### config.mk
export PLATFORM = sky130hd
export DESIGN_NAME = sleep_clk_ctrl
export DESIGN_NICKNAME = d
export VERILOG_FILES = /design/src/rtl/sleep_clk_pkg.sv /design/src/rtl/clk_div_en.sv /design/src/rtl/osc_req.sv /design/src/rtl/sleep_fsm.sv /design/src/rtl/sleep_clk_ctrl.sv
export SDC_FILE = /design/constraint.sdc
export NUM_CORES = 1
export LEC_CHECK = 0
export BUFFER_PORTS_ARGS = -buffer_cell sky130_fd_sc_hd__buf_4
export CAP_MARGIN = 20
export CORE_UTILIZATION = 40
export CTS_CLUSTER_SIZE = 25
export DETAILED_ROUTE_END_ITERATION = 10
export PLACE_DENSITY = 0.63
export REMOVE_ABC_BUFFERS = 1
export SLEW_MARGIN = 20
export SYNTH_ARGS = -nofsm -noshare
export SYNTH_HDL_FRONTEND = slang
export SYNTH_SLANG_ARGS = --single-unit
### constraint.sdc
create_clock -name clk_i -period 1.7 [get_ports clk_i]
set_input_delay 0.085 -clock clk_i [delete_from_list [all_inputs] [get_ports clk_i]]
set_output_delay 0.085 -clock clk_i [all_outputs]
set_load 0.005 [all_outputs]
### src/rtl/sleep_clk_pkg.sv
package sleep_clk_pkg;
  typedef enum logic [2:0] {
    ST_RUN    = 3'd0,
    ST_SWITCH = 3'd1,
    ST_ENTER  = 3'd2,
    ST_SLEEP  = 3'd3,
    ST_WAKE   = 3'd4
  } ctl_state_e;

  localparam int unsigned NUM_OSC  = 2;
  localparam int unsigned OSC_FAST = 0;
  localparam int unsigned OSC_XTAL = 1;

  // oscillator index from a source code: bit 0 decides
  function automatic logic src_to_osc(input logic [1:0] src);
    return src[0];
  endfunction
endpackage

### src/rtl/clk_div_en.sv
module clk_div_en #(
  parameter int unsigned DIV_W = 2
) (
  input  logic             clk_i,
  input  logic             rst_ni,
  input  logic             run_i,
  input  logic [DIV_W-1:0] div_i,
  output logic             en_o
);
  localparam int unsigned CNT_W = (1 << DIV_W) - 1;

  logic [CNT_W-1:0] cnt_q;
  logic [CNT_W-1:0] mask;
  logic [CNT_W-1:0] one;

  assign one  = CNT_W'(1);
  // top code wraps to zero, minus one gives all ones
  assign mask = (one << div_i) - one;
  assign en_o = run_i && ((cnt_q & mask) == '0);

  always_ff @(posedge clk_i or negedge rst_ni) begin
    if (!rst_ni)    cnt_q <= '0;
    else if (run_i) cnt_q <= cnt_q + one;
    else            cnt_q <= '0;
  end
endmodule

### src/rtl/osc_req.sv
module osc_req
  import sleep_clk_pkg::*;
#(
  parameter int unsigned N_OSC = NUM_OSC
) (
  input  ctl_state_e       state_i,
  input  logic             act_idx_i,
  input  logic             tgt_idx_i,
  input  logic             xtal_stop_i,
  output logic [N_OSC-1:0] en_o
);
  logic run_ph, sleep_ph, waking, switching;

  assign run_ph    = (state_i == ST_RUN) || (state_i == ST_SWITCH) || (state_i == ST_ENTER);
  assign sleep_ph  = (state_i == ST_SLEEP) || (state_i == ST_WAKE);
  assign waking    = (state_i == ST_WAKE);
  assign switching = (state_i == ST_SWITCH);

  for (genvar k = 0; k < N_OSC; k++) begin : g_osc
    if (k == OSC_XTAL) begin : g_xtal
      // crystal runs outside sleep; in sleep only if kept or needed for wake
      assign en_o[k] = !sleep_ph || !xtal_stop_i || (waking && tgt_idx_i == 1'(k));
    end else begin : g_fast
      assign en_o[k] = (run_ph && (act_idx_i == 1'(k) || (switching && tgt_idx_i == 1'(k))))
                     || (waking && tgt_idx_i == 1'(k));
    end
  end
endmodule

### src/rtl/sleep_fsm.sv
module sleep_fsm
  import sleep_clk_pkg::*;
#(
  parameter int unsigned SRC_W     = 2,
  parameter int unsigned DIV_W     = 2,
  parameter int unsigned ENTRY_CYC = 4
) (
  input  logic               clk_i,
  input  logic               rst_ni,
  input  logic               cfg_we_i,
  input  logic [SRC_W-1:0]   cfg_src_i,
  input  logic [DIV_W-1:0]   cfg_div_i,
  input  logic               sleep_req_i,
  input  logic               deep_i,
  input  logic               wake_irq_i,
  input  logic               wake_mode_i,
  input  logic [SRC_W-1:0]   wake_src_i,
  input  logic [DIV_W-1:0]   wake_div_i,
  input  logic [NUM_OSC-1:0] osc_rdy_i,
  output ctl_state_e         state_o,
  output logic [SRC_W-1:0]   cur_src_o,
  output logic [DIV_W-1:0]   cur_div_o,
  output logic               act_idx_o,
  output logic               tgt_idx_o
);
  localparam int unsigned ENT_W = (ENTRY_CYC > 1) ? $clog2(ENTRY_CYC) : 1;

  ctl_state_e       state_q, state_d;
  logic [SRC_W-1:0] cur_src_q, cur_src_d, pend_src_q, pend_src_d;
  logic [DIV_W-1:0] cur_div_q, cur_div_d, pend_div_q, pend_div_d;
  logic [ENT_W-1:0] ent_q, ent_d;
  logic             tgt_rdy;

  assign act_idx_o = src_to_osc(cur_src_q);
  assign tgt_idx_o = (state_q == ST_SWITCH) ? src_to_osc(pend_src_q) : src_to_osc(cur_src_q);
  assign tgt_rdy   = osc_rdy_i[tgt_idx_o];

  always_comb begin
    state_d    = state_q;
    cur_src_d  = cur_src_q;
    cur_div_d  = cur_div_q;
    pend_src_d = pend_src_q;
    pend_div_d = pend_div_q;
    ent_d      = ent_q;
    unique case (state_q)
      ST_RUN: begin
        if (cfg_we_i) begin
          pend_src_d = cfg_src_i;
          pend_div_d = cfg_div_i;
          state_d    = ST_SWITCH;
        end else if (sleep_req_i && deep_i) begin
          ent_d   = '0;
          state_d = ST_ENTER;
        end
      end
      ST_SWITCH: begin
        if (tgt_rdy) begin
          cur_src_d = pend_src_q;
          cur_div_d = pend_div_q;
          state_d   = ST_RUN;
        end
      end
      ST_ENTER: begin
        if (wake_irq_i)                            state_d = ST_RUN;
        else if (ent_q == ENT_W'(ENTRY_CYC - 1))   state_d = ST_SLEEP;
        else                                       ent_d   = ent_q + ENT_W'(1);
      end
      ST_SLEEP: begin
        if (wake_irq_i) begin
          if (wake_mode_i) begin
            cur_src_d = wake_src_i;
            cur_div_d = wake_div_i;
          end
          state_d = ST_WAKE;
        end
      end
      ST_WAKE: begin
        if (tgt_rdy) state_d = ST_RUN;
      end
      default: state_d = ST_WAKE;
    endcase
  end

  always_ff @(posedge clk_i or negedge rst_ni) begin
    if (!rst_ni) begin
      state_q    <= ST_WAKE;   // cold start waits for the fast oscillator
      cur_src_q  <= '0;
      cur_div_q  <= '0;
      pend_src_q <= '0;
      pend_div_q <= '0;
      ent_q      <= '0;
    end else begin
      state_q    <= state_d;
      cur_src_q  <= cur_src_d;
      cur_div_q  <= cur_div_d;
      pend_src_q <= pend_src_d;
      pend_div_q <= pend_div_d;
      ent_q      <= ent_d;
    end
  end

  assign state_o   = state_q;
  assign cur_src_o = cur_src_q;
  assign cur_div_o = cur_div_q;
endmodule

### src/rtl/sleep_clk_ctrl.sv
module sleep_clk_ctrl
  import sleep_clk_pkg::*;
#(
  parameter int unsigned SRC_W     = 2,
  parameter int unsigned DIV_W     = 2,
  parameter int unsigned ENTRY_CYC = 4
) (
  input  logic             clk_i,
  input  logic             rst_ni,
  input  logic             cfg_we_i,
  input  logic [SRC_W-1:0] cfg_src_i,
  input  logic [DIV_W-1:0] cfg_div_i,
  input  logic             wake_mode_i,
  input  logic [SRC_W-1:0] wake_src_i,
  input  logic [DIV_W-1:0] wake_div_i,
  input  logic             xtal_stop_i,
  input  logic             sleep_req_i,
  input  logic             deep_i,
  input  logic             wake_irq_i,
  input  logic             fast_rdy_i,
  input  logic             xtal_rdy_i,
  output logic             fast_en_o,
  output logic             xtal_en_o,
  output logic             sys_clk_en_o,
  output logic             rtc_clk_en_o,
  output logic [SRC_W-1:0] cur_src_o,
  output logic [DIV_W-1:0] cur_div_o,
  output logic             switch_busy_o,
  output logic             sleeping_o
);
  ctl_state_e         state;
  logic [NUM_OSC-1:0] osc_rdy, osc_en;
  logic               act_idx, tgt_idx, clk_run;

  assign osc_rdy[OSC_FAST] = fast_rdy_i;
  assign osc_rdy[OSC_XTAL] = xtal_rdy_i;

  sleep_fsm #(
    .SRC_W(SRC_W), .DIV_W(DIV_W), .ENTRY_CYC(ENTRY_CYC)
  ) u_fsm (
    .clk_i, .rst_ni, .cfg_we_i, .cfg_src_i, .cfg_div_i,
    .sleep_req_i, .deep_i, .wake_irq_i, .wake_mode_i, .wake_src_i, .wake_div_i,
    .osc_rdy_i (osc_rdy),
    .state_o   (state),
    .cur_src_o,
    .cur_div_o,
    .act_idx_o (act_idx),
    .tgt_idx_o (tgt_idx)
  );

  osc_req #(.N_OSC(NUM_OSC)) u_osc (
    .state_i     (state),
    .act_idx_i   (act_idx),
    .tgt_idx_i   (tgt_idx),
    .xtal_stop_i,
    .en_o        (osc_en)
  );

  assign clk_run = (state == ST_RUN) || (state == ST_SWITCH) || (state == ST_ENTER);

  clk_div_en #(.DIV_W(DIV_W)) u_div (
    .clk_i, .rst_ni,
    .run_i (clk_run),
    .div_i (cur_div_o),
    .en_o  (sys_clk_en_o)
  );

  assign fast_en_o     = osc_en[OSC_FAST];
  assign xtal_en_o     = osc_en[OSC_XTAL];
  assign rtc_clk_en_o  = osc_en[OSC_XTAL] && xtal_rdy_i;
  assign switch_busy_o = (state == ST_SWITCH);
  assign sleeping_o    = (state == ST_SLEEP);
endmodule

==> metrics.yaml, run 1 <==
cp_data_arrival_time_ps: 1840
synth-simple-area-share_pct: 18.4
worst_hold_slack_ps: 16.3
area_of_the_multi_input_gates_um2: 514
die_area_um2: 2510
drive_gt1_share_pct: 45.8
nets_final: 141
num_io_pins: 28
critical-path-slowest-cell: "sky130_fd_sc_hd__dfstp_2"
dominant_combinational_cell_family_by_area_after_synthesis: "simple AND/OR/NAND/NOR gates"
globalplace.congestion: 0.838
tritoncts.num_buffers: 3
slowest_delay_ps: 590
yosysWarningCount: 0
first_global_vias: 739
antenna_diode_count: 0
cellLeakagePower_nw: 0.564
m1WireLength_um: 961
worst_ir_drop_vdd_mv: 0.872
detailedRoute.firstIterationViolations: 6
fin_worst_skew_ps: 7.76
critPathCaptureType: "register"
port_buffers: 27
core_area_um2: 2190
report.final.hold_viol_count: 0
layout.core_utilization_pct: 56.7
drt-pass1-iter-count: 2
post-route-drc-count: 0
setup-tns-final_ps: 0
ys_seq_elements: 16
finalSetupViolations: 0
flow.area_growth_from_synthesis_pct: 33.9
antenna_left: 0
timing.final.crit_period_ps: 1660
insertion_delay_ps: 290
crit_family: "flip-flops"
rows: 17
netlist_top_cells_area: "sky130_fd_sc_hd__dfrtp_1 40%, sky130_fd_sc_hd__mux2_2 15%, sky130_fd_sc_hd__a21oi_1 3.2%"
edff_count_synth: 0
drv_slew: 0
htree_levels: 1
number_of_antenna_violations_at_the_first_check_in_global_routing: 0
met2_wirelength_um: 977
starting_density_of_the_core_pct: 42.3
timing.rr.end: "u_fsm.cur_div_o[0]"
cp_common_cell: "sky130_fd_sc_hd__mux2_2"
clockRootBuffer: "sky130_fd_sc_hd__clkbuf_4"
synthDominantAreaCellType: "sky130_fd_sc_hd__dfrtp_1"
grt_start_max_net_pins: 17
worst_r2r_path_depth: 4
hold-path-endpoint: "u_fsm.pend_src_q[1]"
clkTransAtPathRegs_ps: 100
max_cap_violations: 0
period_utilization_post_route_pct: 97.5
via_per_inst: 5.19
regToRegSetupSlack_ps: 40
highest-signal-layer: "met4"
normalized_max_slew_margin_pct: 81.5
layout.area.seq_um2: 402
post_synth_mux_area_share_pct: 16.7
path_class: "register to register"
post_layout_nonfiller_instances: 148
synth_compound_gate_area_share_pct: 14.3
overall_overflow_remaining_after_global_route: 0
tightestPinTransition_ps: 269
origin_of_the_worst_min_delay_path: "cfg_src_i[1]"
synth-main-ff-cell: "sky130_fd_sc_hd__dfrtp_1"
grt_first_pass_wirelength_um: 3310
dpl.hpwl_um: 1550
yosys.area_share.xor_xnor_pct: 0.945
mappedNetlistArea_um2: 927
status: "finished, final reports clean"
synth-seq-area-share_pct: 43.3
number_of_placed_instances_taps_included: 142
synthDominantCellAreaShare_pct: 40.5
num_vias: 768
post_drt_wl_per_cell_um: 13.9
worstPathMaxFanout: 5
crit_path_cells: "and3b_2, buf_4, mux2_2, mux2_2"
achievable-frequency_ghz: 0.603
nFillCells: 200
worst_ep_required_time_ps: 1880
die_span_in_x_um: 50.1
synthArstFlopShare_pct: 100
gate_count_post_synth: 88
rsz_0062_raised_after_global_routing: "false"
routed_wirelength_um: 2060
p_per_area_nw_per_um2: 1570
setup.worst_path.start: "u_fsm.state_o[2]"
adder_cell_share_of_the_synthesized_area_pct: 2.70
fp.dieH_um: 50.1
hold-path-cell-count: 2
clock_tree.buffer_depth: 2
regToRegStartpoint: "u_fsm.state_o[2]"
cts_tree: "yes"
timing.hold.worst.class: "input pin to register"
synth.lib_cells_used.distinct: 32
grt_util_all_layers_pct: 17.7
met3_wirelength_um: 93
syn_avg_cell_area_um2: 10.5
clock_sink_count: 16
start_kind: "register"
critical_path_buf_inv_count: 1
-- layer usage --
metal / track usage [%] / up-vias
li1: - / 379
met1: 23.9 / 364
met2: 28.0 / 21
met3: 2.12 / 4
met4: 8.57 / 0
met5: 0 / -
-- stage by stage --
stage	power (W)	worst slack [ps]	instance area (um^2)
after floorplan	0.00128	52.7	897
after CTS	0.00194	19.3	1220
after detailed placement	0.00167	88.1	1160
after global placement	0.00163	139	1160
final	0.00194	42.3	1240
after global routing	0.00209	3.49	1240
-- how the worst max path moves through the flow --
stage / to / cells past startpoint
finish: u_fsm.cur_div_o[0] / 4
global route: u_fsm.pend_div_q[0] / 5
CTS: rtc_clk_en_o / 4
detailed placement: u_fsm.cur_div_o[0] / 3
global placement: u_fsm.cur_div_o[0] / 3
floorplan: u_fsm.cur_div_o[0] / 3
-- logic make-up after synthesis --
group / Yosys count
AOI/OAI and AO/OA: 18
xor gates and xnor gates: 1
adders and majority gates: 2
buffers and inverters: 6
DFF: 16
muxes: 14
and+or+nand+nor: 31
-- state kept, by name (all words and copies together) (netlist names) --
register,count
u_fsm.cur_src_o,2
u_fsm.pend_src_q,2
u_div.cnt_q,3
u_fsm.pend_div_q,2
u_fsm.state_o,3
u_fsm.ent_q,2
u_fsm.cur_div_o,2
-- layout make-up --
| cell class | count | area share [%] |
|---|---|---|
| Clock buffer | 4 | 2.92 |
| Inverter | 1 | 0.302 |
| Multi-Input combinational cell | 66 | 41.4 |
| Sequential cell | 16 | 32.4 |
| Tap cell | 28 | 2.82 |
| Timing Repair Buffer | 33 | 20.2 |
-- synth_stat cells (2+ instances only) --
library cell	n
sky130_fd_sc_hd__nor2_1	7
sky130_fd_sc_hd__a21o_1	2
sky130_fd_sc_hd__mux2_2	12
sky130_fd_sc_hd__nand2b_1	4
sky130_fd_sc_hd__nand2_1	6
sky130_fd_sc_hd__or3b_2	2
sky130_fd_sc_hd__dfrtp_1	15
sky130_fd_sc_hd__ha_1	2
sky130_fd_sc_hd__nand3_1	2
sky130_fd_sc_hd__mux2i_1	2
sky130_fd_sc_hd__and2_1	3
sky130_fd_sc_hd__o21ai_0	4
sky130_fd_sc_hd__clkbuf_1	3
sky130_fd_sc_hd__a21oi_1	6
-- cells in the final DEF (no fill, tap or decap), drive strengths merged --
master       instances
ha                   2
dfstp                1
o22a                 1
o2bb2ai              1
nor2                 7
nand2b               4
clkbuf               4
mux2                12
inv                  1
or3                  1
a21oi                6
o221ai               1
xnor2                1
o21ai                4
mux2i                2
a21o                 2
nand2                6
nand3b               1
nand3                2
o211ai               1
dfrtp               15
nor3                 1
nor4b                1
or3b                 2
dlygate4sd3          1
nor3b                1
o22ai                1
and3b                1
nor2b                1
buf                 32
and2                 3
o32ai                1
-- repair_timing --
| item | 4_1_cts | 5_1_grt |
|---|---|---|
| setup endpoints to repair | 2 | 3 |
| hold endpoints to repair | 16 | 0 |
| pin swaps | 0 | 1 |
| hold buffers | 1 | 0 |
| gates resized for setup | 4 | 2 |
| buffers inserted | 0 | 1 |
-- where the power goes --
part	switching [W]	leakage (nW)	internal, W
logic	0.000389	0.357	0.000569
clock network	0.000125	0.0210	0.000131
registers	0.000170	0.186	0.000561
Power figures use the tool's default switching activity.
==> run 2: changes to the inputs <==
- CORE_UTILIZATION: 40 -> 35
- PLACE_DENSITY: 0.63 -> 0.56
==> metrics.yaml, run 2 (same netlist as run 1, synthesis figures left out) <==
flow.area_growth_from_synthesis_pct: 38.6
worst_slack_ps: 53.3  # +10.9 ps
post_drt_wl_per_cell_um: 13.7  # -1.5%
period_utilization_post_route_pct: 96.9  # -0.64 points
routed_wirelength_um: 2120  # +2.5%
num_io_pins: 28  # unchanged
drt-pass1-iter-count: 4  # +2
via_per_inst: 5.18  # -0.14%
globalplace.congestion: 0.774  # -7.7%
achievable-frequency_ghz: 0.607  # +0.66%
antenna_diode_count: 0  # unchanged
cellLeakagePower_nw: 0.587  # +4.1%
cp_data_arrival_time_ps: 1560  # -280 ps
rows: 18  # +1
tritoncts.num_buffers: 3  # unchanged
worst_ir_drop_vdd_mv: 0.841  # -3.6%
layout_common_cells: "35 x sky130_fd_sc_hd__buf_4, 15 x sky130_fd_sc_hd__dfrtp_1, 12 x sky130_fd_sc_hd__mux2_2"
normalized_max_slew_margin_pct: 79.7  # -1.9 points
status: "finished, final reports clean"
worstPathMaxFanout: 6  # +1
cts_tree: "yes"
number_of_antenna_violations_at_the_first_check_in_global_routing: 0  # unchanged
clock_sink_count: 16  # unchanged
max_cap_violations: 0  # unchanged
cell_area_after_placement_um2: 1170  # +0.86%
nets_final: 145  # +2.8%
worst_ep_required_time_ps: 1620  # -260 ps
hold-path-cell-count: 2  # unchanged
layout.core_utilization_pct: 51.4  # -5.3 points
final_cell_area_um2: 1280  # +3.5%
post-route-drc-count: 0  # unchanged
report.final.hold_viol_count: 0  # unchanged
grt_first_pass_wirelength_um: 3280  # -1.1%
die_span_in_x_um: 53.5  # +6.6%
timing.hold.worst.class: "input pin to register"
start_kind: "register"
fin_worst_skew_ps: 4.07  # -3.69 ps
num_vias: 798  # +3.9%
critPathCaptureType: "output port"
path_class: "register to output port"
tightestPinTransition_ps: 304  # +35.2 ps
grt_start_max_net_pins: 17  # unchanged
fp.dieH_um: 53.5  # +6.6%
dpl.hpwl_um: 1560  # +0.32%
timing.final.crit_period_ps: 1650  # -10.9 ps
most_common_cell_after_layout_fill_and_taps_aside: "sky130_fd_sc_hd__buf_4"
port_buffers: 27  # unchanged
drv_slew: 0  # unchanged
finalSetupViolations: 0  # unchanged
clockRootBuffer: "sky130_fd_sc_hd__clkbuf_4"
starting_density_of_the_core_pct: 37.1  # -5.2 points
core_area_um2: 2500  # +14%
antenna_left: 0  # unchanged
overall_overflow_remaining_after_global_route: 0  # unchanged
nFillCells: 234  # +17%
first_global_vias: 704  # -4.7%
detailedRoute.firstIterationViolations: 3  # -3
htree_levels: 1  # unchanged
rsz_0062_raised_after_global_routing: "true"
clkTransAtPathRegs_ps: 100  # about the same
die_area_um2: 2860  # +14%
insertion_delay_ps: 290  # about the same
power.total_w: 0.00200  # +2.7%
grt_util_all_layers_pct: 16.8  # -0.93 points
drive_gt1_share_pct: 48.4  # +2.6 points
p_per_area_nw_per_um2: 1550  # -0.80%
preCtsSetupSlack_ps: 137  # +49.0 ps
clock_tree.buffer_depth: 2  # unchanged
worst_r2r_path_depth: 5  # +1
==> run 2: area by class of cell <==
cell class / count / area (um^2) / share of cell area [%]
sequential: 16 / 402 / 31.3
tap: 30 / 37.5 / 2.92
inverter: 1 / 3.75 / 0.292
timing repair buffer: 37 / 288 / 22.4
clock buffer: 4 / 36.3 / 2.82
multi-input combinational: 66 / 518 / 40.3
==> run 2: repair_timing <==
item	CTS	global route
endpoints found under the setup margin	3	2
pin swaps	0	1
hold endpoints to repair	16	0
resized for setup	5	4
buffers inserted	1	3
hold buffers	1	0
==> run 2: final timing paths <==
check | startpoint | to | slack (ps)
worst max-delay path | u_fsm.state_o[2] | rtc_clk_en_o | 50
worst min-delay path | cfg_src_i[1] | u_fsm.pend_src_q[1] | 20
worst max register to register | u_fsm.state_o[1] | u_fsm.pend_src_q[0] | 160
worst min register to register | u_div.cnt_q[0] | u_div.cnt_q[0] | 470
max in group asynchronous | rst_ni | u_fsm.state_o[2] | 1280
min in group asynchronous | rst_ni | u_fsm.state_o[0] | 170
==> run 2: layer usage <==
| metal | vias up | track usage (%) | share of wire (%) | routed length, um |
|---|---|---|---|---|
| li1 | 392 | - | - | - |
| met1 | 382 | 19.4 | 43 | 920 |
| met5 | - | 0 | 0 | 0 |
| met2 | 19 | 29.0 | 51 | 1080 |
| met3 | 5 | 5.46 | 4.2 | 89 |
| met4 | 0 | 5.26 | 1.2 | 25 |
==> run 2: critical path: stages, from the launching register on <==
cell,delay (ps)
sky130_fd_sc_hd__dfstp_2,570
sky130_fd_sc_hd__buf_8,110
sky130_fd_sc_hd__nor4b_4,220
sky130_fd_sc_hd__o21ai_2,80
sky130_fd_sc_hd__and2_1,150
sky130_fd_sc_hd__buf_4,130
==> run 2: through the flow <==
step | instances | TNS [ps] | hold slack, ps
floorplan | 83 | 0 | -211
global placement | 145 | 0 | -40.3
detailed placement | 145 | 0 | -39.5
CTS | 151 | -11.7 | 8.94
global route | 154 | -11.4 | 5.04
finish | 154 | 0 | 16.9
==> run 2: report_power, final <==
group          internal [W]  total, W  leakage, nW  switching (W)
clock              0.000131  0.000264       0.0210       0.000133
combinational      0.000607   0.00101        0.381       0.000405
sequential         0.000561  0.000721        0.186       0.000160
==> run 3: changes to the inputs <==
- ABC_AREA: not set -> 1
==> metrics.yaml, run 3 <==
finalSetupViolations: 0  # unchanged
netlist_top_cells_area: "sky130_fd_sc_hd__dfrtp_1 39%, sky130_fd_sc_hd__nand2_1 16%, sky130_fd_sc_hd__nand3_1 7.2%"
dpl.hpwl_um: 1700  # +9.3%
groute.layer.met2.usage_pct: 24.9  # -4.1 points
fp.dieH_um: 54.7  # +2.4%
nets_final: 183  # +26%
drive_gt1_share_pct: 33.3  # -15 points
synthDominantAreaCellType: "sky130_fd_sc_hd__dfrtp_1"
groute.layer.met1.usage_pct: 21.5  # +2.2 points
cellLeakagePower_nw: 0.673  # +15%
setup-tns-final_ps: 0  # unchanged
most_common_cell_after_layout_fill_and_taps_aside: "sky130_fd_sc_hd__nand2_1"
tritoncts.num_buffers: 3  # unchanged
synth.top_cells.by_count: "42 x sky130_fd_sc_hd__nand2_1, 15 x sky130_fd_sc_hd__dfrtp_1, 15 x sky130_fd_sc_hd__inv_1"
clockRootBuffer: "sky130_fd_sc_hd__clkbuf_4"
clock_tree.buffer_depth: 2  # unchanged
via_per_inst: 4.79  # -7.5%
drv_slew: 0  # unchanged
synth.lib_cells_used.distinct: 22  # -31%
normalized_max_slew_margin_pct: 76.7  # -3.0 points
detailedRoute.firstIterationViolations: 13  # +10
rsz_0062_raised_after_global_routing: "true"
antenna_diode_count: 0  # unchanged
routed_wirelength_um: 2160  # +2.2%
status: "finished, final reports clean"
p_per_area_nw_per_um2: 1680  # +8.0%
synthArstFlopShare_pct: 100  # unchanged
clkTransAtPathRegs_ps: 90  # about the same
cts_tree: "yes"
rows: 18  # unchanged
grt.busiest_layer: "met2"
grt_first_pass_wirelength_um: 3330  # +1.5%
cp_data_arrival_time_ps: 1510  # -50 ps
power.total_w: 0.00214  # +6.9%
num_vias: 920  # +15%
globalplace.congestion: 0.840  # +8.6%
achievable-frequency_ghz: 0.628  # +3.4%
insertion_delay_ps: 280  # about the same
grt_util_all_layers_pct: 15.9  # -0.92 points
worst_ir_drop_vdd_mv: 0.834  # -0.81%
fin_worst_skew_ps: 4.55  # +0.476 ps
drt-pass1-iter-count: 4  # unchanged
ys_seq_elements: 16  # unchanged
first_global_vias: 823  # +17%
path_class: "register to output port"
timing.hold.worst.class: "input pin to register"
grt_start_max_net_pins: 17  # unchanged
preCtsSetupSlack_ps: 203  # +66.2 ps
die_area_um2: 3000  # +4.8%
timing.final.crit_period_ps: 1590  # -54.5 ps
port_buffers: 27  # unchanged
report.final.hold_viol_count: 0  # unchanged
overall_overflow_remaining_after_global_route: 0  # unchanged
mappedNetlistArea_um2: 973  # +5.0%
syn_avg_cell_area_um2: 7.55  # -28%
num_io_pins: 28  # unchanged
post_drt_wl_per_cell_um: 11.3  # -18%
yosysWarningCount: 0  # unchanged
gate_count_post_synth: 129  # +47%
clock_sink_count: 16  # unchanged
start_kind: "register"
htree_levels: 1  # unchanged
synth-seq-area-share_pct: 41.3  # -2.1 points
layout_common_cells: "40 x sky130_fd_sc_hd__nand2_1, 31 x sky130_fd_sc_hd__buf_4, 15 x sky130_fd_sc_hd__inv_1"
edff_count_synth: 0  # unchanged
critPathCaptureType: "output port"
number_of_antenna_violations_at_the_first_check_in_global_routing: 0  # unchanged
worst_ep_required_time_ps: 1620  # about the same
core_area_um2: 2540  # +1.8%
post-route-drc-count: 0  # unchanged
period_utilization_post_route_pct: 93.7  # -3.2 points
synthDominantCellAreaShare_pct: 38.6  # -1.9 points
worstPathMaxFanout: 5  # -1
starting_density_of_the_core_pct: 38.2  # +1.2 points
die_span_in_x_um: 54.7  # +2.4%
use_met3_pct: 2.50  # -3.0 points
max_cap_violations: 0  # unchanged
worst_slack_ps: 108  # +54.5 ps
flow.area_growth_from_synthesis_pct: 30.7
yosys.cell_count.top_type: "sky130_fd_sc_hd__nand2_1"
synth-main-ff-cell: "sky130_fd_sc_hd__dfrtp_1"
tightestPinTransition_ps: 348  # +43.6 ps
antenna_left: 0  # unchanged
nFillCells: 281  # +20%
run 3: changes by cell type in the layout (fill, tap and decap cells not counted), sizes merged, moves of 3 or more:
cell / before / now
and2: 3 / 0
buf: 36 / 31
inv: 1 / 17
mux2: 12 / 3
nand2: 6 / 44
nand2b: 4 / 0
nand3: 2 / 16
nand4: 0 / 4
o21ai: 4 / 7
run 3: kinds of logic after synthesis:
family | count (synthesis) | share of synthesized area [%]
xor gates and xnor gates | 1 | 0.900
adders and majority gates | 2 | 2.57
buffers and inverters | 20 | 9.25
AOI/OAI and AO/OA | 12 | 6.56
DFF | 16 | 41.3
and+or+nand+nor | 75 | 36.0
muxes | 3 | 3.47
run 3: critical path, stage by stage, from the launching register on:
cell	delay (ps)
sky130_fd_sc_hd__dfrtp_1	430
sky130_fd_sc_hd__inv_2	140
sky130_fd_sc_hd__nand3_2	130
sky130_fd_sc_hd__nand2_2	100
sky130_fd_sc_hd__nand4_1	140
sky130_fd_sc_hd__nand2_2	110
sky130_fd_sc_hd__a21oi_2	50
sky130_fd_sc_hd__buf_4	130
run 3: final timing paths:
path                                  start                  end  slack (ps)  cells after the start
max                        u_fsm.state_o[1]         rtc_clk_en_o         110                      7
min                            cfg_src_i[1]  u_fsm.pend_src_q[1]          30                      2
max reg2reg                u_fsm.state_o[2]     u_fsm.state_o[0]         160                      9
min reg2reg                  u_div.cnt_q[0]       u_div.cnt_q[0]         470                      1
max in group asynchronous            rst_ni     u_fsm.state_o[2]        1260                      2
min in group asynchronous            rst_ni   u_fsm.cur_div_o[0]         190                      2
run 3: timing repair:
| action | 4_1_cts | 5_1_grt |
|---|---|---|
| buffers inserted | 2 | 1 |
| hold endpoints to repair | 16 | 0 |
| pin swaps | 1 | 1 |
| hold buffers | 1 | 0 |
| resized for setup | 1 | 5 |
| setup endpoints to repair | 3 | 3 |
run 3: layout make-up:
type	count	area [um^2]	area share (%)
inverter	17	63.8	5.01
tap	30	37.5	2.95
multi-input combinational	93	499	39.2
clock buffer	4	26.3	2.06
timing repair buffer	32	243	19.1
sequential	16	403	31.7
run 3: routing by layer:
layer	part of all wire [%]	vias to the layer above
li1	-	481
met1	50	417
met2	45	20
met3	4.2	2
met4	0.88	0
met5	0	-
run 3: per-stage QoR:
step                instances  instance area, um^2  hold slack (ps)  util (%)
floorplan                 126                  947             -211         -
global placement          184                 1190            -37.4      47.0
detailed placement        184                 1190            -39.1      47.0
CTS                       191                 1250             25.3      49.0
global route              192                 1270             21.5      50.0
finish                    192                 1270             29.3      50.0
run 3: where the power goes:
group	internal [W]	leakage (nW)	total (W)	switching, W
clock network	0.0000911	0.0150	0.000206	0.000115
logic	0.000542	0.464	0.00120	0.000654
registers	0.000573	0.194	0.000734	0.000161
